File: src/rtl/combo_lock_pkg.sv
package combo_lock_pkg;
  localparam int DIGIT_W    = 4;
  localparam int NUM_DIGITS = 3;
  localparam int ST_W       = NUM_DIGITS + 1;

  // first digit state: lowest select bit
  function automatic logic [ST_W-1:0] st_first();
    return {{(ST_W-1){1'b0}}, 1'b1};
  endfunction

  // open state: top bit alone
  function automatic logic [ST_W-1:0] st_open();
    return {1'b1, {(ST_W-1){1'b0}}};
  endfunction

  // a digit state has no open bit and exactly one select bit
  function automatic logic is_digit(input logic [ST_W-1:0] st);
    return !st[ST_W-1] && ($countones(st[ST_W-2:0]) == 1);
  endfunction

  // next state of the controller
  function automatic logic [ST_W-1:0] step(input logic [ST_W-1:0] st,
                                           input logic strobe,
                                           input logic eq);
    if (st == st_open() || st == '0) return st;
    if (!is_digit(st)) return '0;
    if (!strobe) return st;
    return eq ? (st << 1) : '0;
  endfunction
endpackage

File: src/rtl/lock_code_bank.sv
module lock_code_bank #(
  parameter int DW = 4,
  parameter int ND = 3
) (
  input  logic            clk,
  input  logic            rst,
  input  logic [ND-1:0]   load_en,
  input  logic [DW-1:0]   value_in,
  output logic [ND*DW-1:0] codes_flat
);
  for (genvar i = 0; i < ND; i++) begin : g_reg
    logic [DW-1:0] code_q;
    always_ff @(posedge clk) begin
      if (rst)             code_q <= '0;
      else if (load_en[i]) code_q <= value_in;
    end
    assign codes_flat[i*DW +: DW] = code_q;
  end
endmodule

File: src/rtl/lock_compare.sv
module lock_compare #(
  parameter int DW = 4,
  parameter int ND = 3
) (
  input  logic [ND*DW-1:0] codes_flat,
  input  logic [ND-1:0]    sel,
  input  logic [DW-1:0]    value_in,
  output logic             match
);
  logic [DW-1:0] picked;
  logic          any_sel;

  always_comb begin
    picked  = '0;
    any_sel = |sel;
    for (int i = 0; i < ND; i++) begin
      picked = picked | (codes_flat[i*DW +: DW] & {DW{sel[i]}});
    end
    match = any_sel && (picked == value_in);
  end
endmodule

File: src/rtl/lock_fsm.sv
module lock_fsm
  import combo_lock_pkg::*;
(
  input  logic            clk,
  input  logic            rst,
  input  logic            new_val,
  input  logic            match,
  output logic [ST_W-1:0] state
);
  logic [ST_W-1:0] state_d;

  always_comb state_d = step(state, new_val, match);

  always_ff @(posedge clk) begin
    if (rst) state <= st_first();
    else     state <= state_d;
  end
endmodule

File: src/rtl/combo_lock.sv
module combo_lock
  import combo_lock_pkg::*;
(
  input  logic                  clk,
  input  logic                  rst,
  input  logic [DIGIT_W-1:0]    value_in,
  input  logic                  new_val,
  input  logic [NUM_DIGITS-1:0] load_en,
  output logic [ST_W-1:0]       lock_state,
  output logic                  door_open,
  output logic                  code_match
);
  logic [NUM_DIGITS*DIGIT_W-1:0] codes_flat;
  logic [NUM_DIGITS-1:0]         digit_sel;

  lock_code_bank #(.DW(DIGIT_W), .ND(NUM_DIGITS)) u_bank (
    .clk(clk), .rst(rst), .load_en(load_en), .value_in(value_in),
    .codes_flat(codes_flat)
  );

  lock_compare #(.DW(DIGIT_W), .ND(NUM_DIGITS)) u_cmp (
    .codes_flat(codes_flat), .sel(digit_sel), .value_in(value_in),
    .match(code_match)
  );

  lock_fsm u_fsm (
    .clk(clk), .rst(rst), .new_val(new_val), .match(code_match),
    .state(lock_state)
  );

  assign digit_sel = lock_state[NUM_DIGITS-1:0];
  assign door_open = lock_state[ST_W-1];
endmodule

File: config.mk
export PLATFORM = sky130hd
export DESIGN_NAME = combo_lock
export DESIGN_NICKNAME = d
export VERILOG_FILES = /design/src/rtl/combo_lock_pkg.sv /design/src/rtl/lock_code_bank.sv /design/src/rtl/lock_compare.sv /design/src/rtl/lock_fsm.sv /design/src/rtl/combo_lock.sv
export SDC_FILE = /design/constraint.sdc
export NUM_CORES = 1
export LEC_CHECK = 0
export CAP_MARGIN = 20
export CORE_AREA = 2 2 51 53
export DETAILED_ROUTE_END_ITERATION = 8
export DIE_AREA = 0 0 53 55
export DONT_BUFFER_PORTS = 1
export GPL_ROUTABILITY_DRIVEN = 0
export GPL_TIMING_DRIVEN = 0
export PLACE_DENSITY = 0.55
export SLEW_MARGIN = 20
export SYNTH_ARGS = -nofsm -noshare
export SYNTH_HDL_FRONTEND = slang
export SYNTH_SLANG_ARGS = --single-unit
File: constraint.sdc
create_clock -name clk -period 5.75 [get_ports clk]
set_input_delay 0.575 -clock clk [delete_from_list [all_inputs] [get_ports clk]]
set_output_delay 0.575 -clock clk [all_outputs]
set_load 0.1 [all_outputs]
Word level (Yosys, flattened, before mapping)
Cells that the tools add are included.
{"block": "totals", "ff_bits": 16, "input_bits": 10, "elab_cells": 34}
{"block": "classes", "n_addsub": 2, "n_eq_ne": 4, "n_mux": 13, "bitwise_logic": 5, "reduce_logical": 6}
{"operator": "adder 32 x 1 -> 32 bit", "count": 1}
{"operator": "equality test 32 x 2 -> 1 bit, second input constant", "count": 1}
{"operator": "two-way mux 4 bit", "count": 7}
{"operator": "AND 4 bit", "count": 3}
{"operator": "OR 4 bit", "count": 2}
{"operator": "two-way mux 1 bit", "count": 6}
{"operator": "equality test 4 bit", "count": 1}
{"operator": "equality test 4 bit, second input constant", "count": 1}
{"operator": "zero test 4 bit", "count": 1}
{"operator": "!= test 4 x 2 -> 1 bit, second input constant", "count": 1}
{"operator": "OR reduction 3 bit", "count": 1}
{"operator": "adder 1 x 1 -> 2 bit", "count": 1}
{"operator": "logical AND 1 bit", "count": 2}
{"operator": "zero test 1 bit", "count": 1}
{"operator": "logical OR 1 bit", "count": 1}

Longest topological paths before layout
Gate-level depths: netlist (run 1).
{"block": "depth", "depth_word": 11, "ltp_mapped": 8}

Modules after synthesis
Synthesis (run 1) repeated with hierarchy kept, for this count alone.
{"block": "unflattened", "cells_unflattened": 71, "hier_area_um2": 735.7}
{"module": "lock_code_bank", "n_inst": 1, "cells_each": 40, "area_per_inst_um2": 425.4, "seq_area_each_um2": 240.2}
{"module": "lock_fsm", "n_inst": 1, "cells_each": 20, "area_per_inst_um2": 209.0, "seq_area_each_um2": 80.1}
{"module": "lock_compare", "n_inst": 1, "cells_each": 10, "area_per_inst_um2": 93.8, "seq_area_each_um2": 0.0}
{"module": "combo_lock", "n_inst": 1, "cells_each": 1, "area_per_inst_um2": 7.5, "seq_area_each_um2": 0.0}

Worst setup path after synthesis (run 1)
OpenSTA, ideal clock, no wires.
{"block": "synth_path", "path_kind": "reg2reg", "from": "reg u_fsm.state[0]", "to": "reg u_fsm.state[1]", "setup_ns": 0.062, "t_arrival_ns": 3.047, "t_required_ns": 5.688, "setup_slack_ns": 2.640, "stages_incl_launch_ff": 8, "path_buffers": 0, "period_less_slack_ns": 3.110, "cell_sequence": "dfxtp_1 inv_1 ha_1 ha_1 ha_1 or4b_2 nor3b_1 a41o_1"}
{"block": "synth_between", "elab_chain_cells": 9, "word_cells_on_any_way": 23, "cone_classes": "2 x add/sub; 4 x eq/ne; 9 x mux; 3 x bitwise; 5 x reduce/logical"}
{"item": "from (decl)", "line": "lock_fsm.sv:8", "source": "output logic [ST_W-1:0] state"}
{"item": "from (signal assigned)", "line": "lock_fsm.sv:15", "source": "if (rst) state <= st_first();"}
{"item": "from (signal assigned)", "line": "lock_fsm.sv:16", "source": "else state <= state_d;"}
{"item": "adder 1 x 1 -> 2 bit or AND 4 bit (tied branches)", "line": "combo_lock_pkg.sv:18, lock_compare.sv:17"}
{"item": "adder 32 x 1 -> 32 bit or OR 4 bit (tied branches)", "line": "combo_lock_pkg.sv:18, lock_compare.sv:17"}
{"item": "equality test 32 x 2 -> 1 bit or OR 4 bit (tied branches)", "line": "combo_lock_pkg.sv:18, lock_compare.sv:17"}
{"item": "logical AND 1 bit or equality test 4 bit (tied branches)", "line": "combo_lock_pkg.sv:18, lock_compare.sv:19"}
{"item": "two-way mux 4 bit or logical AND 1 bit (tied branches)", "line": "combo_lock_pkg.sv:26, lock_compare.sv:19"}
{"item": "two-way mux 4 bit (on tied branches)", "line": "combo_lock_pkg.sv:27, combo_lock_pkg.sv:28"}
{"item": "two-way mux 4 bit", "line": "combo_lock_pkg.sv:28", "source": "return eq ? (st << 1) : '0;"}
{"item": "two-way mux 4 bit", "line": "combo_lock_pkg.sv:27", "source": "if (!strobe) return st;"}
{"item": "two-way mux 4 bit", "line": "combo_lock_pkg.sv:26", "source": "if (!is_digit(st)) return '0;"}
Several ways; a longest one is shown, not always the timed one. The select of a mux whose other input is x is not followed.
A chain may end at the register's enable or synchronous reset.

Final worst setup path (run 1)
{"block": "layout_path", "from": "reg u_fsm.state[1]", "to": "out code_match"}
{"block": "layout_between", "elab_chain_cells": 5, "word_cells_on_any_way": 6, "cone_classes": "1 x eq/ne; 3 x bitwise; 2 x reduce/logical"}
{"item": "AND 4 bit", "line": "lock_compare.sv:17", "source": "picked = picked | (codes_flat[i*DW +: DW] & {DW{sel[i]}});"}
{"item": "OR 4 bit (2 in a row)", "line": "lock_compare.sv:17"}
{"item": "equality test 4 bit", "line": "lock_compare.sv:19", "source": "match = any_sel && (picked == value_in);"}
{"item": "logical AND 1 bit (*)", "line": "lock_compare.sv:19"}
{"item": "to (decl)", "line": "combo_lock.sv:11", "source": "output logic code_match"}
Every way passes the cells marked *; elsewhere a longest branch is shown, timed or not.

==> flow_metrics.tcl, run 1 <==
set metrics [dict create \
    maxSlewViolCount 0 \
    critPathBufInv 0 \
    drive_gt1_frac 0.1646 \
    slew_headroom 0.3118 \
    fp.coreArea_um2 2365 \
    wl_per_cell_um 13.71 \
    synth.largest_area_cell "dfxtp_1" \
    cts_max_level 1 \
    synthTopCellsByCount "dfxtp_1 (16), mux2i_1 (12), nor2_1 (12), clkbuf_1 (5)" \
    max-vdd-ir-drop_v 0.0001277 \
    power_frac_seq 0.556 \
    top_layer "met4" \
    drt-total-wl_um 1494 \
    setup_viol 0 \
    grt_pass1_wl_um 2401 \
    synth_edf_count 0 \
    die_h_um 55 \
    drc_errors 0 \
    start_util 0.3280 \
    hp-class "in -> reg" \
    muxShareOfSynthArea 0.1548 \
    synth_xor_area_frac 0.04516 \
    critPathRequiredTime_ps 5180 \
    syn-instance-count 75 \
    met1_length_um 696 \
    nets 95 \
    p_comb_frac 0.121 \
    powerDensity_nw_per_um2 270.4 \
    netlist.area_leader.share 0.4129 \
    fp.dieW_um 53 \
    fmax_mhz 327.6 \
    fin_crit_ps 3053 \
    synth-simple-area-share 0.1419 \
    rows 18 \
    holdBufCountCts 0 \
    grt_pass1_vias 505 \
    end_kind "output pin" \
    num_vias 551 \
    nFillCells 258 \
    fin_crit_sh 0.5309 \
    wl_met3_um 116 \
    postCtsSetupBuffers 0 \
    cts_made_buffers 3 \
    power.switching_uw 63.04 \
    critPathKind "reg -> out" \
    met2_length_um 652 \
    fin_tns_setup_ps 0 \
    firstDrtPassIters 4 \
    yosysMostFrequentCell "dfxtp_1" \
    crit_chain "a222oi_1, xnor2_1, nor4_2, and2_2" \
    avgSynthCellArea_um2 10.34 \
    arrival_ps 2480 \
    cts_tree "built" \
    synth-compound-area-share 0.1065 \
    synth_cell_types 20 \
    cts_resized 0 \
    antenna_found_initial 0 \
    via_per_inst 5.055 \
    synth_nets 90 \
    yosysSeqAreaShare 0.4129 \
    max_cap_violations 0 \
    clockBufferDepth 2 \
    numClockSinks 16 \
    post-route-util 0.3608 \
    cts_root_buf "clkbuf_4" \
    synthAdderAreaFrac 0.09032 \
    status "finished clean" \
    dieArea_um2 2915 \
    crit_path_start_kind "flip-flop" \
    cell_internal_pwr_uw 167.7 \
    io_pins 16 \
    rsz0062_at_grt "no" \
    clkPwrFrac 0.323 \
    drt_iter0_markers 20 \
    worst-slew-pin-transition_ps 1031 \
    synth_area_leaders "dfxtp_1 (41%), mux2i_1 (15%), ha_1 (6.5%)" \
    port_buffers 0 \
    antennaDiodeCount 0 \
    dp_hpwl_um 1098 \
    track_usage 0.1216 \
    grt_max_degree 11 \
    switching_share 0.2732 \
    hold_viol 0 \
    p_leak_nw 0.3681 \
    netlist_area_um2 775.7 \
    fin_worst_skew_ps 3.360 \
    yosysWarnings 0 \
    ant_nets 0 \
    crit_slowest_cell "dfxtp_2" \
    syn_to_final_growth_pct 10.00 \
    synth_flop_cell "dfxtp_1" \
    clkTransAtPathRegs_ps 90 \
    cpPeakStageDelay_ps 760 \
    path_max_fanout 8 \
    power.total_uw 230.8 \
    overflow 0 \
    critPathTopFamily "simple AND/OR/NAND/NOR gates" \
    synthArstFlopShare 0 \
    ys_seq_elements 16 \
    synth_top_family_by_area "multiplexers" \
    clk-insertion-delay-late_ps 290 \
]
## power by group through the flow
stage | Combinational [mW] | Clock (mW) | Sequential [mW]
2_1_floorplan | 0.0245 | 0 | 0.129
3_3_place_gp | 0.0278 | 0 | 0.131
3_5_place_dp | 0.0283 | 0 | 0.131
4_1_cts | 0.0283 | 0.0772 | 0.128
5_1_grt | 0.0315 | 0.0813 | 0.129
6_report | 0.0280 | 0.0745 | 0.128
## state kept, by name, indices dropped and copies added (netlist names)
name	count
u_bank.g.code_q	12
u_fsm.state	4
## cells in the final DEF, fill, tap and decap left out, types with 2 or more instances in the layout
master and n:
ha_1 4, dfxtp_2 3, a41o_1 2, mux2i_1 12
a222oi_1 4, clkbuf_4 3, inv_1 3, clkbuf_1 5
nor2_1 12, xnor2_1 4, nor3b_1 3, dfxtp_1 13
## cell type report
cell class / instances / area (um^2) / area share
Buffer: 6 / 26.28 / 0.03079
Clock buffer: 4 / 36.28 / 0.04252
Inverter: 3 / 11.26 / 0.01320
Multi-Input combinational cell: 50 / 417.9 / 0.4897
Sequential cell: 16 / 324.1 / 0.3798
Tap cell: 30 / 37.54 / 0.04399
## layer usage
metal,up-vias,GRT usage
met3,4,0.03495
met2,21,0.1792
li1,272,-
met1,254,0.1560
met4,0,0.07692
met5,-,0
## final timing paths
kind / startpoint / endpoint / slack [ps] / depth (start not counted)
max: u_fsm.state[1]$_SDFFE_PP0P_ / code_match / 2700 / 4
min: value_in[2] / u_bank.g_reg[2].code_q[2]$_SDFFE_PP0P_ / 430 / 2
max reg2reg: u_fsm.state[0]$_SDFFE_PP1P_ / u_fsm.state[1]$_SDFFE_PP0P_ / 2850 / 8
min reg2reg: u_bank.g_reg[0].code_q[1]$_SDFFE_PP0P_ / u_bank.g_reg[0].code_q[1]$_SDFFE_PP0P_ / 500 / 2
## worst register-to-register path, stage by stage (launching register included)
cell	delay, ps
dfxtp_2	770
inv_1	190
ha_1	330
ha_1	180
ha_1	170
or4b_2	640
o21ai_0	230
nor3b_1	210
a41o_1	110
## metrics by stage
step                      instances  setup WS [ps]  area (um^2)  hold slack, ps
after floorplan                  75           2640        775.7           459.2
after global placement          105           2412        813.3           477.2
after detailed placement        105           2874        817.0           486.3
after CTS                       109           2682        853.3           425.8
after global routing            109           2609        853.3           431.6
final                           109           2697        853.3           431.6
## kinds of logic (layout without fill, tap and decap cells)
kind of cell               after synthesis  count (layout)
and+or+nand+nor                         20              20
DFF                                     16              16
muxes                                   12              12
AOI/OAI and AO/OA                        9               9
buffers and inverters                    9              13
adders and majority gates                5               5
xor gates and xnor gates                 4               4
Note: power is estimated with default switching activity, not from simulation.
==> run 2, diff against run 1 <==
ABC_AREA = 1   (was not set)
PLACE_DENSITY = 0.58   (was 0.55)
clock period = 2.5 ns   (was 5.75 ns; I/O delays follow)
==> run 2 against run 1 <==
Against the previous run:
- first-iteration DRC count down 20%
- sequential share of layout area down 0.49 points
- wire length up 13%
- hold slack worse by 410 ps
- cell area up 3.7%
- setup slack worse by 2500 ps
- sequential cell count unchanged
- largest cell class unchanged
==> flow_metrics.tcl, run 2 <==
set metrics [dict create \
    yosysSeqAreaShare 0.3988 \
    fin_crit_ps 2318 \
    cpPeakStageDelay_ps 600 \
    syn_to_final_growth_pct 10.12 \
    die_h_um 55 \
    p_leak_nw 0.3841 \
    postCtsSetupBuffers 0 \
    largest_register "u_bank.g.code_q" \
    num_vias 717 \
    design_area_um2 884.6 \
    arrival_ps 2530 \
    cts_tree "built" \
    critPathBufInv 1 \
    powerDensity_nw_per_um2 553.3 \
    path_max_fanout 9 \
    slew_headroom 0.3072 \
    power.switching_uw 142.3 \
    overflow 0 \
    start_util 0.3397 \
    avgSynthCellArea_um2 7.369 \
    grt_pass1_wl_um 2691 \
    yosysMostFrequentCell "nand2_1" \
    ant_nets 0 \
    via_per_inst 5.014 \
    drc_errors 0 \
    maxSlewViolCount 0 \
    dieArea_um2 2915 \
    netlist.area_leader.share 0.3988 \
    crit_slowest_cell "dfxtp_4" \
    max_cap_violations 0 \
    fp.dieW_um 53 \
    synthArstFlopShare 0 \
    drt-total-wl_um 1694 \
    rows 18 \
    switching_share 0.2907 \
    io_pins 16 \
    cts_root_buf "clkbuf_4" \
    drt_iter0_markers 16 \
    max-vdd-ir-drop_v 0.0003604 \
    synthTopCellsByCount "nand2_1 (28), dfxtp_1 (16), a21oi_1 (15), o21ai_0 (13)" \
    synth_cell_types 17 \
    track_usage 0.1327 \
    netlist_area_um2 803.3 \
    synth.largest_area_cell "dfxtp_1" \
    grt_max_degree 11 \
    crit_path_start_kind "flip-flop" \
    cts_made_buffers 3 \
    layout_commonest_cell "nand2_1" \
    synth_edf_count 0 \
    synth_flop_cell "dfxtp_1" \
    power.total_uw 489.5 \
    wl_per_cell_um 11.85 \
    drive_gt1_frac 0.1150 \
    yosysWarnings 0 \
    placedInstanceArea_um2 844.6 \
    antennaDiodeCount 0 \
    worst-slew-pin-transition_ps 1038 \
    fin_crit_sh 0.9270 \
    mostFrequentLayoutCells "nand2_1 (28), a21oi_1 (15), o21ai_0 (13), dfxtp_1 (13)" \
    critPathKind "reg -> reg" \
    largest_reg_flops 12 \
    crit_chain "inv_1, ha_1, ha_1, ha_1, nor2_2, nand2_1, o21ai_0, nand2_1, a21oi_1" \
    end_kind "flip-flop" \
    dp_hpwl_um 1280 \
    port_buffers 0 \
    ys_seq_elements 16 \
    syn-instance-count 109 \
    clkTransAtPathRegs_ps 90 \
    clockBufferDepth 2 \
    power_frac_seq 0.598 \
    critPathRequiredTime_ps 2710 \
    cts_max_level 1 \
    synth_nets 124 \
    antenna_found_initial 0 \
    clkPwrFrac 0.267 \
    nets 130 \
    cell_internal_pwr_uw 347.2 \
    post-route-util 0.3741 \
    hp-class "in -> reg" \
    setup_viol 0 \
    critPathTopFamily "adder cells" \
    instances_no_fill 143 \
    dp.cells 139 \
    hold_viol 0 \
    numClockSinks 16 \
    grt_pass1_vias 618 \
    fmax_mhz 431.5 \
    status "finished clean" \
    crit_top_cell "ha_1" \
    synth_area_leaders "dfxtp_1 (40%), nand2_1 (13%), a21oi_1 (9.3%)" \
    firstDrtPassIters 4 \
    fin_worst_skew_ps 0.9943 \
    reg_top3 "u_bank.g.code_q (12), u_fsm.state (4)" \
    p_comb_frac 0.135 \
    rsz0062_at_grt "no" \
    clk-insertion-delay-late_ps 280 \
    fp.coreArea_um2 2365 \
]
## run 2: cell type report
class,instances,area (um^2)
clock buffers,3,22.52
multi-input cells,82,437.9
fillers,261,1480
repair buffers,1,10.01
flip-flops and latches,16,331.6
plain buffers,2,11.26
inverters,9,33.78
well taps,30,37.54
## run 2: power by group through the flow
| stage | Combinational, mW | Clock, mW | Sequential, mW |
|---|---|---|---|
| floorplan | 0.0551 | 0 | 0.298 |
| global placement | 0.0633 | 0 | 0.301 |
| detailed placement | 0.0650 | 0 | 0.301 |
| CTS | 0.0653 | 0.138 | 0.294 |
| global route | 0.0755 | 0.154 | 0.295 |
| finish | 0.0660 | 0.131 | 0.293 |
## run 2: routing by layer
layer,track usage,vias up,part of all wire
met5,0,-,0
met4,0.05128,0,0.0077
met3,0.03226,2,0.078
met2,0.1979,23,0.43
met1,0.1845,314,0.48
li1,-,378,-
## run 2: kinds of logic after synthesis
family / count (synthesis) / synth area share
AOI/OAI and AO/OA: 28 / 0.1744
adders and majority gates: 5 / 0.08723
buffers and inverters: 11 / 0.05607
DFF: 16 / 0.3988
and+or+nand+nor: 49 / 0.2835
## run 2: worst paths after layout
path                                                              from                                     end  slack [ps]  cells past startpoint
worst max-delay path                       u_fsm.state[1]$_SDFFE_PP0P_             u_fsm.state[3]$_SDFFE_PP0P_         180                      9
worst min-delay path                                               rst             u_fsm.state[2]$_SDFFE_PP0P_          20                      1
worst max register to register             u_fsm.state[1]$_SDFFE_PP0P_             u_fsm.state[3]$_SDFFE_PP0P_         180                      9
worst min register to register  u_bank.g_reg[1].code_q[3]$_SDFFE_PP0P_  u_bank.g_reg[1].code_q[3]$_SDFFE_PP0P_         530                      2
## run 2: per-stage QoR
stage | hold slack (ps) | worst slack (ps) | setup TNS, ps
after floorplan | 311.7 | 113.6 | 0
after global routing | 3.044 | 28.69 | 0
final | 20.98 | 182.4 | 0
after CTS | 11.49 | 123.0 | 0
after detailed placement | 315.1 | -23.36 | -36.48
after global placement | 316.3 | -184.8 | -614.1
## run 2: timing repair
action,in CTS,in global routing
hold buffers,0,1
setup endpoints to repair,3,1
endpoints found under the hold margin,0,1
resized for setup,2,1
## run 2: worst register-to-register path: cells and delay by family (launching register included)
family | cells | cell delay [ps]
AND/OR/NAND/NOR | 3 | 290
flip-flops | 1 | 600
AO/OA/AOI/OAI | 2 | 540
adder cells (fa/ha/maj) | 3 | 660
buffers and inverters | 1 | 160
==> run 3, diff against run 2 <==
PLACE_DENSITY = 0.62   (was 0.58)
==> run 3 against run 2 <==
Against the previous run:
- setup slack gained 47 ps
- critical endpoint is now u_fsm.state[1]$_SDFFE_PP0P_
- largest cell class unchanged
- critical path depth did not move
- cell area is 1.6% higher
- cell count up 0.70%
- combinational power is 3.5% higher
- wire length rose by 6.8%
==> flow_metrics.tcl, run 3 (synthesis results as in run 2) <==
set metrics [dict create \
    arrival_ps 2490 \
    maxSlewViolCount 0 \
    status "finished clean" \
    post-route-util 0.3799 \
    hold_start "load_en[0]" \
    crit_end "u_fsm.state[1]$_SDFFE_PP0P_" \
    dp.cells 139 \
    hold_viol 0 \
    drt-total-wl_um 1810 \
    dieArea_um2 2915 \
    overflow 0 \
    fin_ws_ps 229.1 \
    place_worst_setup_slack_ps -100.9 \
    cts_tree "built" \
    worst-slew-pin-transition_ps 1022 \
    drive_gt1_frac 0.1228 \
    switching_share 0.2841 \
    p_comb_frac 0.129 \
    rows 18 \
    fp.coreArea_um2 2365 \
    firstDrtPassIters 4 \
    grt_pass1_vias 696 \
    fp.dieW_um 53 \
    multiInputGateArea_um2 437.9 \
    wl_per_cell_um 12.57 \
    largest_register "u_bank.g.code_q" \
    clockBufferDepth 2 \
    grt_pass1_wl_um 2987 \
    start_util 0.3397 \
    antenna_found_initial 0 \
    drc_errors 0 \
    design_area_um2 898.4 \
    nets 130 \
    clkPwrFrac 0.320 \
    max-vdd-ir-drop_v 0.0003689 \
    path_max_fanout 9 \
    fin_worst_skew_ps 1.257 \
    power.total_uw 531.4 \
    die_h_um 55 \
    drt_iter0_markers 28 \
    cts_max_level 1 \
    clkTransAtPathRegs_ps 90 \
    rsz0062_at_grt "no" \
    worst_hold_slack_ps 38.14 \
    io_pins 16 \
    track_usage 0.1455 \
    r2r_end "u_fsm.state[1]$_SDFFE_PP0P_" \
    fmax_mhz 440.4 \
    num_vias 746 \
    cell_internal_pwr_uw 380.4 \
    end_kind "flip-flop" \
    clk-insertion-delay-late_ps 290 \
    powerDensity_nw_per_um2 591.5 \
    p_leak_nw 0.3914 \
    layout_commonest_cell "nand2_1" \
    critPathKind "reg -> reg" \
    fin_crit_sh 0.9084 \
    largest_reg_flops 12 \
    placedInstanceArea_um2 844.6 \
    crit_path_start_kind "flip-flop" \
    regToRegSetupSlack_ps 230 \
    via_per_inst 5.181 \
    cts_made_buffers 3 \
    power.switching_uw 150.9 \
    regArea_um2 331.6 \
    reg_top3 "u_bank.g.code_q (12), u_fsm.state (4)" \
    critPathRequiredTime_ps 2720 \
    ant_nets 0 \
    fin_crit_ps 2271 \
    max_cap_violations 0 \
    r2r-start "u_fsm.state[0]$_SDFFE_PP1P_" \
    numClockSinks 16 \
    setup_viol 0 \
    syn_to_final_growth_pct 11.84 \
    mostFrequentLayoutCells "nand2_1 (28), a21oi_1 (15), dfxtp_1 (13), o21ai_0 (12)" \
    cts_root_buf "clkbuf_4" \
    critical_path.startpoint "u_fsm.state[0]$_SDFFE_PP1P_" \
    fin_tns_setup_ps 0 \
    instances_no_fill 144 \
    power_frac_seq 0.552 \
    slew_headroom 0.3180 \
    nFillCells 258 \
    hp-class "in -> reg" \
    grt_max_degree 11 \
    r2r_cells 9 \
    port_buffers 0 \
    antennaDiodeCount 0 \
]
==> run 3: final cells by class <==
cell class,instances,share of cell area
Multi-Input combinational cell,82,0.4875
Sequential cell,16,0.3691
Tap cell,30,0.04178
Clock buffer,4,0.04039
Inverter,9,0.03760
Buffer,2,0.01253
Timing Repair Buffer,1,0.01114
==> run 3: repair_timing <==
| item | CTS | global route |
|---|---|---|
| hold buffers | 0 | 1 |
| endpoints found under the setup margin | 4 | 5 |
| buffers inserted | 0 | 0 |
| gates resized for setup | 2 | 2 |
| hold endpoints to repair | 0 | 3 |
==> run 3: worst min path at each step <==
stage	slack [ps]	to	depth (start not counted)
after floorplan	310	u_fsm.state[1]$_SDFFE_PP0P_	1
after global placement	320	u_fsm.state[1]$_SDFFE_PP0P_	1
after detailed placement	320	u_fsm.state[2]$_SDFFE_PP0P_	1
after CTS	5	u_fsm.state[2]$_SDFFE_PP0P_	1
after global routing	20	u_bank.g_reg[0].code_q[1]$_SDFFE_PP0P_	1
final	40	u_bank.g_reg[0].code_q[2]$_SDFFE_PP0P_	1
==> run 3: per-layer routing <==
layer | GRT usage | routed length [um] | vias to the layer above
met1 | 0.1785 | 821 | 334
met4 | 0.03846 | 0 | 0
met5 | 0 | 0 | -
met2 | 0.2375 | 815 | 34
li1 | - | - | 378
met3 | 0.05914 | 172 | 0
==> run 3: worst max-delay path: stages, from the launching register on <==
cell	delay, ps
dfxtp_4	600
inv_1	150
ha_1	320
ha_1	180
ha_1	180
nor2_2	120
nand2_1	80
o21ai_1	310
nand2_1	100
a21oi_1	150
==> run 3: power groups by stage <==
stage          combinational (mW)  clock, mW  sequential [mW]
2_1_floorplan              0.0551          0            0.298
3_3_place_gp               0.0630          0            0.301
3_5_place_dp               0.0659          0            0.301
4_1_cts                    0.0662      0.174            0.294
5_1_grt                    0.0789      0.188            0.295
6_report                   0.0683      0.170            0.293
